--- config.mk ---
export PLATFORM = sky130hd
export DESIGN_NAME = ilv_addr_gen
export DESIGN_NICKNAME = d
export VERILOG_FILES = /design/src/rtl/ilv_pkg.sv /design/src/rtl/ilv_datapath.sv /design/src/rtl/ilv_ctrl.sv /design/src/rtl/ilv_addr_gen.sv
export SDC_FILE = /design/constraint.sdc
export NUM_CORES = 2
export LEC_CHECK = 0
export ABC_AREA = 1
export CORE_ASPECT_RATIO = 1.4
export CORE_MARGIN = 4
export CORE_UTILIZATION = 31
export CTS_CLUSTER_DIAMETER = 80
export DETAILED_ROUTE_END_ITERATION = 10
export DONT_BUFFER_PORTS = 1
export GPL_ROUTABILITY_DRIVEN = 0
export PLACE_DENSITY_LB_ADDON = 0.1
export SLEW_MARGIN = 20
export SYNTH_ARGS = -nofsm -noshare
export SYNTH_HDL_FRONTEND = slang
export SYNTH_SLANG_ARGS = --single-unit
--- constraint.sdc ---
create_clock -name clk -period 39.4 [get_ports clk]
set_clock_uncertainty 0.15 [all_clocks]
set_input_delay 3.94 -clock clk [delete_from_list [all_inputs] [get_ports clk]]
set_output_delay 3.94 -clock clk [all_outputs]
set_load 0.05 [all_outputs]
--- src/rtl/ilv_pkg.sv ---
package ilv_pkg;
  localparam int MAX_ROWS  = 20;
  localparam int ROW_W     = $clog2(MAX_ROWS);
  localparam int MAX_PRIME = 257;
  localparam int PW        = $clog2(MAX_PRIME + 1);
  localparam int SDEPTH    = MAX_PRIME - 1;
  localparam int SIDX_W    = $clog2(SDEPTH);
  localparam int AW        = 13;
  localparam int BIT_W     = $clog2(PW);

  typedef enum logic [2:0] {
    FLD_SIZE   = 3'd0,
    FLD_ROWS   = 3'd1,
    FLD_COLS   = 3'd2,
    FLD_PRIME  = 3'd3,
    FLD_ROOT   = 3'd4,
    FLD_ROWENT = 3'd5
  } fieldT;

  typedef struct packed {
    logic              buildInit;
    logic              mulStep;
    logic              mulLast;
    logic              runInit;
    logic              advance;
    logic [BIT_W-1:0]  bitSel;
    logic [SIDX_W-1:0] termIdx;
    logic [ROW_W-1:0]  rowIdx;
    logic [PW-1:0]     colIdx;
  } strobeT;
endpackage

--- src/rtl/ilv_datapath.sv ---
module ilv_datapath
  import ilv_pkg::*;
(
  input  logic              clk,
  input  logic              rstN,
  input  logic              cfgEn,
  input  logic              cfgWe,
  input  logic [2:0]        cfgField,
  input  logic [ROW_W-1:0]  cfgRow,
  input  logic [AW-1:0]     cfgData,
  input  strobeT            st,
  output logic [AW-1:0]     kVal,
  output logic [ROW_W-1:0]  rowsVal,
  output logic [PW-1:0]     colsVal,
  output logic [PW-1:0]     primeVal,
  output logic              slotValid,
  output logic [AW-1:0]     slotAddr
);
  logic [AW-1:0]     kReg;
  logic [ROW_W-1:0]  rowsReg;
  logic [PW-1:0]     colsReg, primeReg, rootReg;
  logic [ROW_W-1:0]  rowMap [MAX_ROWS];
  logic [SIDX_W-1:0] rInc   [MAX_ROWS];
  logic [PW-1:0]     sMem   [SDEPTH];
  logic [PW-1:0]     accReg, prevReg, tNext;
  logic [PW-1:0]     pm1;

  assign pm1 = primeReg - PW'(1);

  // configuration registers
  always_ff @(posedge clk) begin
    if (!rstN) begin
      kReg     <= '0;
      rowsReg  <= '0;
      colsReg  <= '0;
      primeReg <= '0;
      rootReg  <= '0;
      for (int i = 0; i < MAX_ROWS; i++) begin
        rowMap[i] <= '0;
        rInc[i]   <= '0;
      end
    end else if (cfgEn && cfgWe) begin
      case (fieldT'(cfgField))
        FLD_SIZE:  kReg     <= cfgData;
        FLD_ROWS:  rowsReg  <= cfgData[ROW_W-1:0];
        FLD_COLS:  colsReg  <= cfgData[PW-1:0];
        FLD_PRIME: primeReg <= cfgData[PW-1:0];
        FLD_ROOT:  rootReg  <= cfgData[PW-1:0];
        FLD_ROWENT: if (int'(cfgRow) < MAX_ROWS) begin
          rowMap[cfgRow] <= cfgData[SIDX_W+ROW_W-1:SIDX_W];
          rInc[cfgRow]   <= cfgData[SIDX_W-1:0];
        end
        default: ;
      endcase
    end
  end

  assign kVal     = kReg;
  assign rowsVal  = rowsReg;
  assign colsVal  = colsReg;
  assign primeVal = primeReg;

  // serial modular multiply: one bit of v per cycle, MSB first
  always_comb begin
    logic [PW:0] dbl, sum;
    dbl = {accReg, 1'b0};
    if (dbl >= {1'b0, primeReg}) dbl = dbl - {1'b0, primeReg};
    sum = dbl + (rootReg[st.bitSel] ? {1'b0, prevReg} : '0);
    if (sum >= {1'b0, primeReg}) sum = sum - {1'b0, primeReg};
    tNext = sum[PW-1:0];
  end

  always_ff @(posedge clk) begin
    if (!rstN) begin
      accReg  <= '0;
      prevReg <= '0;
    end else if (st.buildInit) begin
      accReg  <= '0;
      prevReg <= PW'(1);
    end else if (st.mulLast) begin
      accReg  <= '0;
      prevReg <= tNext;
    end else if (st.mulStep) begin
      accReg  <= tNext;
    end
  end

  always_ff @(posedge clk) begin
    if (st.buildInit)     sMem[0]          <= PW'(1);
    else if (st.mulLast)  sMem[st.termIdx] <= tNext;
  end

  // per-row running index (j*r) mod (p-1)
  logic [MAX_ROWS-1:0][SIDX_W-1:0] idxAll;
  for (genvar g = 0; g < MAX_ROWS; g++) begin : g_row
    logic [SIDX_W-1:0] idxReg;
    logic [PW:0]       wrapSum;
    always_comb begin
      wrapSum = {2'b00, idxReg} + {2'b00, rInc[g]};
      if (wrapSum >= {1'b0, pm1}) wrapSum = wrapSum - {1'b0, pm1};
    end
    always_ff @(posedge clk) begin
      if (!rstN || st.runInit) idxReg <= '0;
      else if (st.advance && int'(st.rowIdx) == g) idxReg <= wrapSum[SIDX_W-1:0];
    end
    assign idxAll[g] = idxReg;
  end

  // intra-row value with column-count variants
  logic [SIDX_W-1:0] curIdx;
  logic [PW-1:0]     sVal, uVal;
  logic              lastRow, fullBlock;
  logic [AW:0]       addrFull;

  assign curIdx    = idxAll[st.rowIdx];
  assign sVal      = sMem[curIdx];
  assign lastRow   = (st.rowIdx == rowsReg - ROW_W'(1));
  assign fullBlock = ({1'b0, kReg} ==
                      ((AW+1)'(rowsReg) * (AW+1)'(colsReg)));

  always_comb begin
    if (colsReg == pm1) begin
      uVal = sVal - PW'(1);
    end else if (colsReg == primeReg) begin
      uVal = (st.colIdx == pm1) ? '0 : sVal;
    end else begin
      if (st.colIdx == primeReg)  uVal = primeReg;
      else if (st.colIdx == pm1)  uVal = '0;
      else                        uVal = sVal;
      if (lastRow && fullBlock) begin
        if (st.colIdx == '0)            uVal = primeReg;
        else if (st.colIdx == primeReg) uVal = PW'(1);
      end
    end
  end

  assign addrFull  = (AW+1)'(rowMap[st.rowIdx]) * (AW+1)'(colsReg) + (AW+1)'(uVal);
  assign slotValid = (addrFull < {1'b0, kReg});
  assign slotAddr  = addrFull[AW-1:0];

  a_r2_term_below_prime: assert property (@(posedge clk) disable iff (!rstN)
    st.mulLast |-> (tNext < primeReg));
  a_r3_index_in_range: assert property (@(posedge clk) disable iff (!rstN)
    st.advance |-> ({1'b0, curIdx} < pm1));
endmodule

--- src/rtl/ilv_ctrl.sv ---
module ilv_ctrl
  import ilv_pkg::*;
(
  input  logic             clk,
  input  logic             rstN,
  input  logic             cfgWe,
  input  logic             cfgGo,
  input  logic             start,
  input  logic             addrReady,
  input  logic             slotValid,
  input  logic [AW-1:0]    kVal,
  input  logic [ROW_W-1:0] rowsVal,
  input  logic [PW-1:0]    colsVal,
  input  logic [PW-1:0]    primeVal,
  output strobeT           st,
  output logic             cfgEn,
  output logic             busy,
  output logic             addrValid,
  output logic             done
);
  typedef enum logic [1:0] {ST_EMPTY, ST_BUILD, ST_READY, ST_RUN} stateT;
  stateT             state;
  logic [BIT_W-1:0]  bitCnt;
  logic [SIDX_W-1:0] termCnt;
  logic [ROW_W-1:0]  rowCnt;
  logic [PW-1:0]     colCnt;
  logic [AW-1:0]     sentCnt;
  logic              doneReg;
  logic              idle, goNow, runGo, step, xfer, lastSend;

  assign idle     = (state == ST_EMPTY) || (state == ST_READY);
  assign goNow    = idle && cfgGo && !cfgWe;
  assign runGo    = (state == ST_READY) && start && !cfgWe && !cfgGo;
  assign xfer     = (state == ST_RUN) && slotValid && addrReady;
  assign step     = (state == ST_RUN) && (!slotValid || addrReady);
  assign lastSend = xfer && (sentCnt == kVal - AW'(1));

  always_comb begin
    st.buildInit = goNow;
    st.mulStep   = (state == ST_BUILD);
    st.mulLast   = (state == ST_BUILD) && (bitCnt == '0);
    st.runInit   = runGo;
    st.advance   = step;
    st.bitSel    = bitCnt;
    st.termIdx   = termCnt;
    st.rowIdx    = rowCnt;
    st.colIdx    = colCnt;
  end

  assign cfgEn     = idle;
  assign busy      = !idle;
  assign addrValid = (state == ST_RUN) && slotValid;
  assign done      = doneReg;

  always_ff @(posedge clk) begin
    if (!rstN) begin
      state   <= ST_EMPTY;
      bitCnt  <= '0;
      termCnt <= '0;
      rowCnt  <= '0;
      colCnt  <= '0;
      sentCnt <= '0;
      doneReg <= 1'b0;
    end else begin
      doneReg <= lastSend;
      case (state)
        ST_EMPTY, ST_READY: begin
          if (cfgWe) begin
            state <= ST_EMPTY;
          end else if (goNow) begin
            state   <= ST_BUILD;
            bitCnt  <= BIT_W'(PW - 1);
            termCnt <= SIDX_W'(1);
          end else if (runGo) begin
            state   <= ST_RUN;
            rowCnt  <= '0;
            colCnt  <= '0;
            sentCnt <= '0;
          end
        end
        ST_BUILD: begin
          if (bitCnt == '0) begin
            bitCnt <= BIT_W'(PW - 1);
            if ({1'b0, termCnt} == primeVal - PW'(2)) state <= ST_READY;
            else termCnt <= termCnt + SIDX_W'(1);
          end else begin
            bitCnt <= bitCnt - BIT_W'(1);
          end
        end
        ST_RUN: begin
          if (step) begin
            if (rowCnt == rowsVal - ROW_W'(1)) begin
              rowCnt <= '0;
              colCnt <= colCnt + PW'(1);
            end else begin
              rowCnt <= rowCnt + ROW_W'(1);
            end
          end
          if (xfer) sentCnt <= sentCnt + AW'(1);
          if (lastSend) state <= ST_READY;
        end
        default: state <= ST_EMPTY;
      endcase
    end
  end

  a_r7_walk_holds_on_stall: assert property (@(posedge clk) disable iff (!rstN)
    (addrValid && !addrReady) |=> (addrValid && $stable(rowCnt) && $stable(colCnt)));
  a_r8_done_single: assert property (@(posedge clk) disable iff (!rstN)
    done |=> !done);
  a_r9_build_blocks_run: assert property (@(posedge clk) disable iff (!rstN)
    (state == ST_BUILD) |=> (state != ST_RUN));
  a_r6_sent_bound: assert property (@(posedge clk) disable iff (!rstN)
    (state == ST_RUN) |-> (sentCnt < kVal));
  a_r3_col_in_range: assert property (@(posedge clk) disable iff (!rstN)
    (state == ST_RUN) |-> (colCnt < colsVal));
endmodule

--- src/rtl/ilv_addr_gen.sv ---
module ilv_addr_gen
  import ilv_pkg::*;
(
  input  logic             clk,
  input  logic             rstN,
  input  logic             cfgWe,
  input  logic [2:0]       cfgField,
  input  logic [ROW_W-1:0] cfgRow,
  input  logic [AW-1:0]    cfgData,
  input  logic             cfgGo,
  input  logic             start,
  output logic             busy,
  output logic             addrValid,
  input  logic             addrReady,
  output logic [AW-1:0]    addrData,
  output logic             done
);
  strobeT           st;
  logic             cfgEn, slotValid;
  logic [AW-1:0]    kVal;
  logic [ROW_W-1:0] rowsVal;
  logic [PW-1:0]    colsVal, primeVal;

  ilv_ctrl u_ctrl (
    .clk(clk), .rstN(rstN), .cfgWe(cfgWe), .cfgGo(cfgGo), .start(start),
    .addrReady(addrReady), .slotValid(slotValid), .kVal(kVal),
    .rowsVal(rowsVal), .colsVal(colsVal), .primeVal(primeVal),
    .st(st), .cfgEn(cfgEn), .busy(busy), .addrValid(addrValid), .done(done)
  );

  ilv_datapath u_dp (
    .clk(clk), .rstN(rstN), .cfgEn(cfgEn), .cfgWe(cfgWe),
    .cfgField(cfgField), .cfgRow(cfgRow), .cfgData(cfgData), .st(st),
    .kVal(kVal), .rowsVal(rowsVal), .colsVal(colsVal), .primeVal(primeVal),
    .slotValid(slotValid), .slotAddr(addrData)
  );

  a_r7_data_stable: assert property (@(posedge clk) disable iff (!rstN)
    (addrValid && !addrReady) |=> $stable(addrData));
endmodule

==> flow_summary_export.csv <==
group,metric,value,unit
worst_setup_path,rrSetupSlack,22220,ps
synthesis,avgSynthCellArea,10.3,um2
synthesis,yosysWarnings,0,
cts,hold_buffers,0,
grt,grt_usage,0.211,
power_and_ir_drop,irDropWorstVdd,0.0654,mV
drt,vias,100000,
synthesis,ys_async_sr_fraction,0,
cts,clkTransAtPathRegs,60,ps
drt,drtPass1Iterations,8,
floorplan,die-area,0.456,mm2
floorplan,initial_core_util,0.311,
timing,max_slew_margin,0.235,
timing,maxSlewViolCount,0,
synthesis,netlist_area,0.138,mm2
finish,finalInstanceArea,0.154,mm2
finish,drive_gt1_frac,0.0570,
synthesis,netlist_instances,13300,
timing,holdWs,306,ps
grt,antenna_found_initial,11,
timing,worst_slack,20180,ps
cts,clk_latency,970,ps
timing,max_freq,52.0,MHz
floorplan,pin_count,43,
placement,dp.cells,18600,
min_path,min-delay-start,"u_dp.prevReg[4]",
min_path,holdPathEnd,"u_dp.prevReg[4]",
placement,hpwl,304,mm
placement,preCtsSetupSlack,21120,ps
cts,clock_path_buffers,4,
power_and_ir_drop,p_leak,57.0,nW
worst_setup_path,worstSetupEndpointType,"output port",
worst_setup_path,rr_worst_depth,47,
synthesis,synthTopCellsByCount,"2,876 x nand3_1, 2,624 x edfxtp_1, 2,483 x nand2_1",
cts,cts_tree,"done",
drt,routed_wl,495,mm
finish,fillers,44200,
synthesis,yosysTopAreaCell,"edfxtp_1",
worst_setup_path,timing.rr.start,"u_ctrl.rowCnt[0]",
floorplan,coreArea,0.443,mm2
synthesis,yosysMostFrequentCell,"nand3_1",
timing,setup_viol,0,
worst_setup_path,crit_top_cell,"nand2_1",
power_and_ir_drop,power,8.72,mW
worst_setup_path,critPathSlowestCell,"buf_4",
synthesis,yosysSeqAreaShare,0.611,
synthesis,ys_seq_elements,2894,
floorplan,fp-row-count,289,
worst_setup_path,crit_arrival,15130,ps
finish,synthToLayoutAreaGrowth,11.8,%
flow_run,maxCapViolCount,0,
power_and_ir_drop,p_per_area,56.5,mW/mm2
floorplan,die_x,572,um
worst_setup_path,path_max_fanout,132,
floorplan,die_h,797,um
grt,overflow,0,
cts,cts.sinks,2894,
placement,placed_area,0.144,mm2
grt,grt_pass1_wl,714,mm
grt,grt_max_degree,134,
timing,fin_setup_tns,0,ps
cts,htreeDepth,5,
drt,avgRoutedWirePerCell,25.8,um
synthesis,synth_top_flop_cell,"edfxtp_1",
drt,vias_per_cell,5.21,
worst_setup_path,worst_setup_path_start_kind,"register",
finish,final_util,0.348,
grt,grt_pass1_vias,100000,
timing,hold_viol,0,
status,status,"completed",
drt,drtIter0Drc,7950,
synthesis,synth_edf_count,2624,
finish,stdcell_count,19200,
timing,post-route-min-period,19220,ps
synthesis,synthTopCellsByArea,"edfxtp_1 57%, nand3_1 10%, nand2_1 6.8%",
synthesis,yosys.area.top_type_share,0.571,
min_path,hold_path.class,"reg2reg",
drt,drcViolationCount,0,
synthesis,ys_types,65,
finish,final_nets,13700,
cts,ctsResizeCount,0,
timing,worst_pin_slew,1140,ps
timing,period_share,0.488,
min_path,hold_depth,2,
cts,cts_inserted_buffers,322,
worst_setup_path,crit_type,"reg2out",
worst_setup_path,max_stage_delay,820,ps
cts,cts-root-buf,"clkbuf_16",
cts,post_cts_buffers,0,
placement,port_buffers,0,
worst_setup_path,crit_required,35310,ps
drt,ant_nets,0,
timing,rsz0062_at_grt,"false",
==> layout by cell type (no fill, tap or decap), types with 42 or more instances in the layout <==
cell type  count
inv_1        720
a211oi_1      57
o211ai_1      85
o21bai_1      78
fa_1          94
dfxtp_1      267
nand3_1     2873
clkbuf_1      74
nand2_1     2468
buf_4        171
ha_1         438
xnor2_1       66
a21oi_1      529
clkinv_1      62
conb_1        60
clkinv_2      54
nor2_1      1048
o21ai_0      534
nor3_1        42
xor2_1       277
clkbuf_16    332
edfxtp_1    2624
==> logic make-up (layout without fill, tap and decap cells) <==
group / Yosys count / after routing / synth area share
adder cells (fa/ha/maj): 533 / 533 / 0.0535
other: 1 / 65 / 0.0000272
AO/OA/AOI/OAI: 1424 / 1424 / 0.0582
XOR/XNOR: 350 / 350 / 0.0222
AND/OR/NAND/NOR: 6570 / 6570 / 0.208
multiplexers: 5 / 5 / 0.000381
flip-flops: 2894 / 2894 / 0.611
buffers and inverters: 1550 / 1531 / 0.0474
==> flip-flops by register name, indices dropped and copies added, names as in the netlist, 13 cells and up, named ones only <==
name and cells:
u_dp.rInc 160, u_dp.g_row.idxReg 160, u_dp.sMem 2304, u_dp.rowMap 160, u_dp.kVal 13, u_ctrl.sentCnt 13
==> report_power, final <==
part / switching (mW) / internal (mW) / total (mW)
registers: 0.0171 / 3.71 / 3.73
logic: 1.54 / 0.413 / 1.95
clock network: 1.31 / 1.73 / 3.04
==> cell type report <==
cell class                 instances  area, um2  share of cell area
antenna                            5       12.5           0.0000811
clock buffer                     413       8680              0.0563
clock inverter                   170       1730              0.0112
inverter                         759       2920              0.0189
multi-input combinational       8942      47800               0.310
sequential                      2894      84200               0.546
tap                             5820       7280              0.0472
timing repair buffer             189       1640              0.0106
==> per-layer routing <==
layer	routed length, um	vias to the layer above	global-route usage
li1	-	46400	-
met2	257000	2521	0.387
met5	13	-	0
met4	18500	2	0.0712
met3	19800	680	0.0218
met1	200000	50500	0.256
==> how the worst max path moves through the flow <==
| stage | start | endpoint | slack (ps) | depth (start not counted) |
|---|---|---|---|---|
| 3_5_place_dp | u_ctrl.rowCnt[0] | addrValid | 21120 | 47 |
| 2_1_floorplan | u_dp.primeVal[0] | u_dp.sMem[0][3] | 25680 | 30 |
| 3_3_place_gp | u_ctrl.rowCnt[0] | addrValid | 20920 | 47 |
| 5_1_grt | u_ctrl.rowCnt[0] | addrValid | 19420 | 47 |
| 6_report | u_ctrl.rowCnt[0] | addrValid | 20180 | 43 |
| 4_1_cts | u_ctrl.rowCnt[0] | addrValid | 20000 | 47 |
==> critical path, delay by kind of cell, from the launching register on <==
kind / cells / cell delay, ps
buffers and inverters: 7 / 3480
XOR/XNOR: 1 / 800
adder cells (fa/ha/maj): 6 / 2610
AO/OA/AOI/OAI: 8 / 1990
flip-flops: 1 / 590
AND/OR/NAND/NOR: 21 / 4050
(Power assumes the default switching activity.)
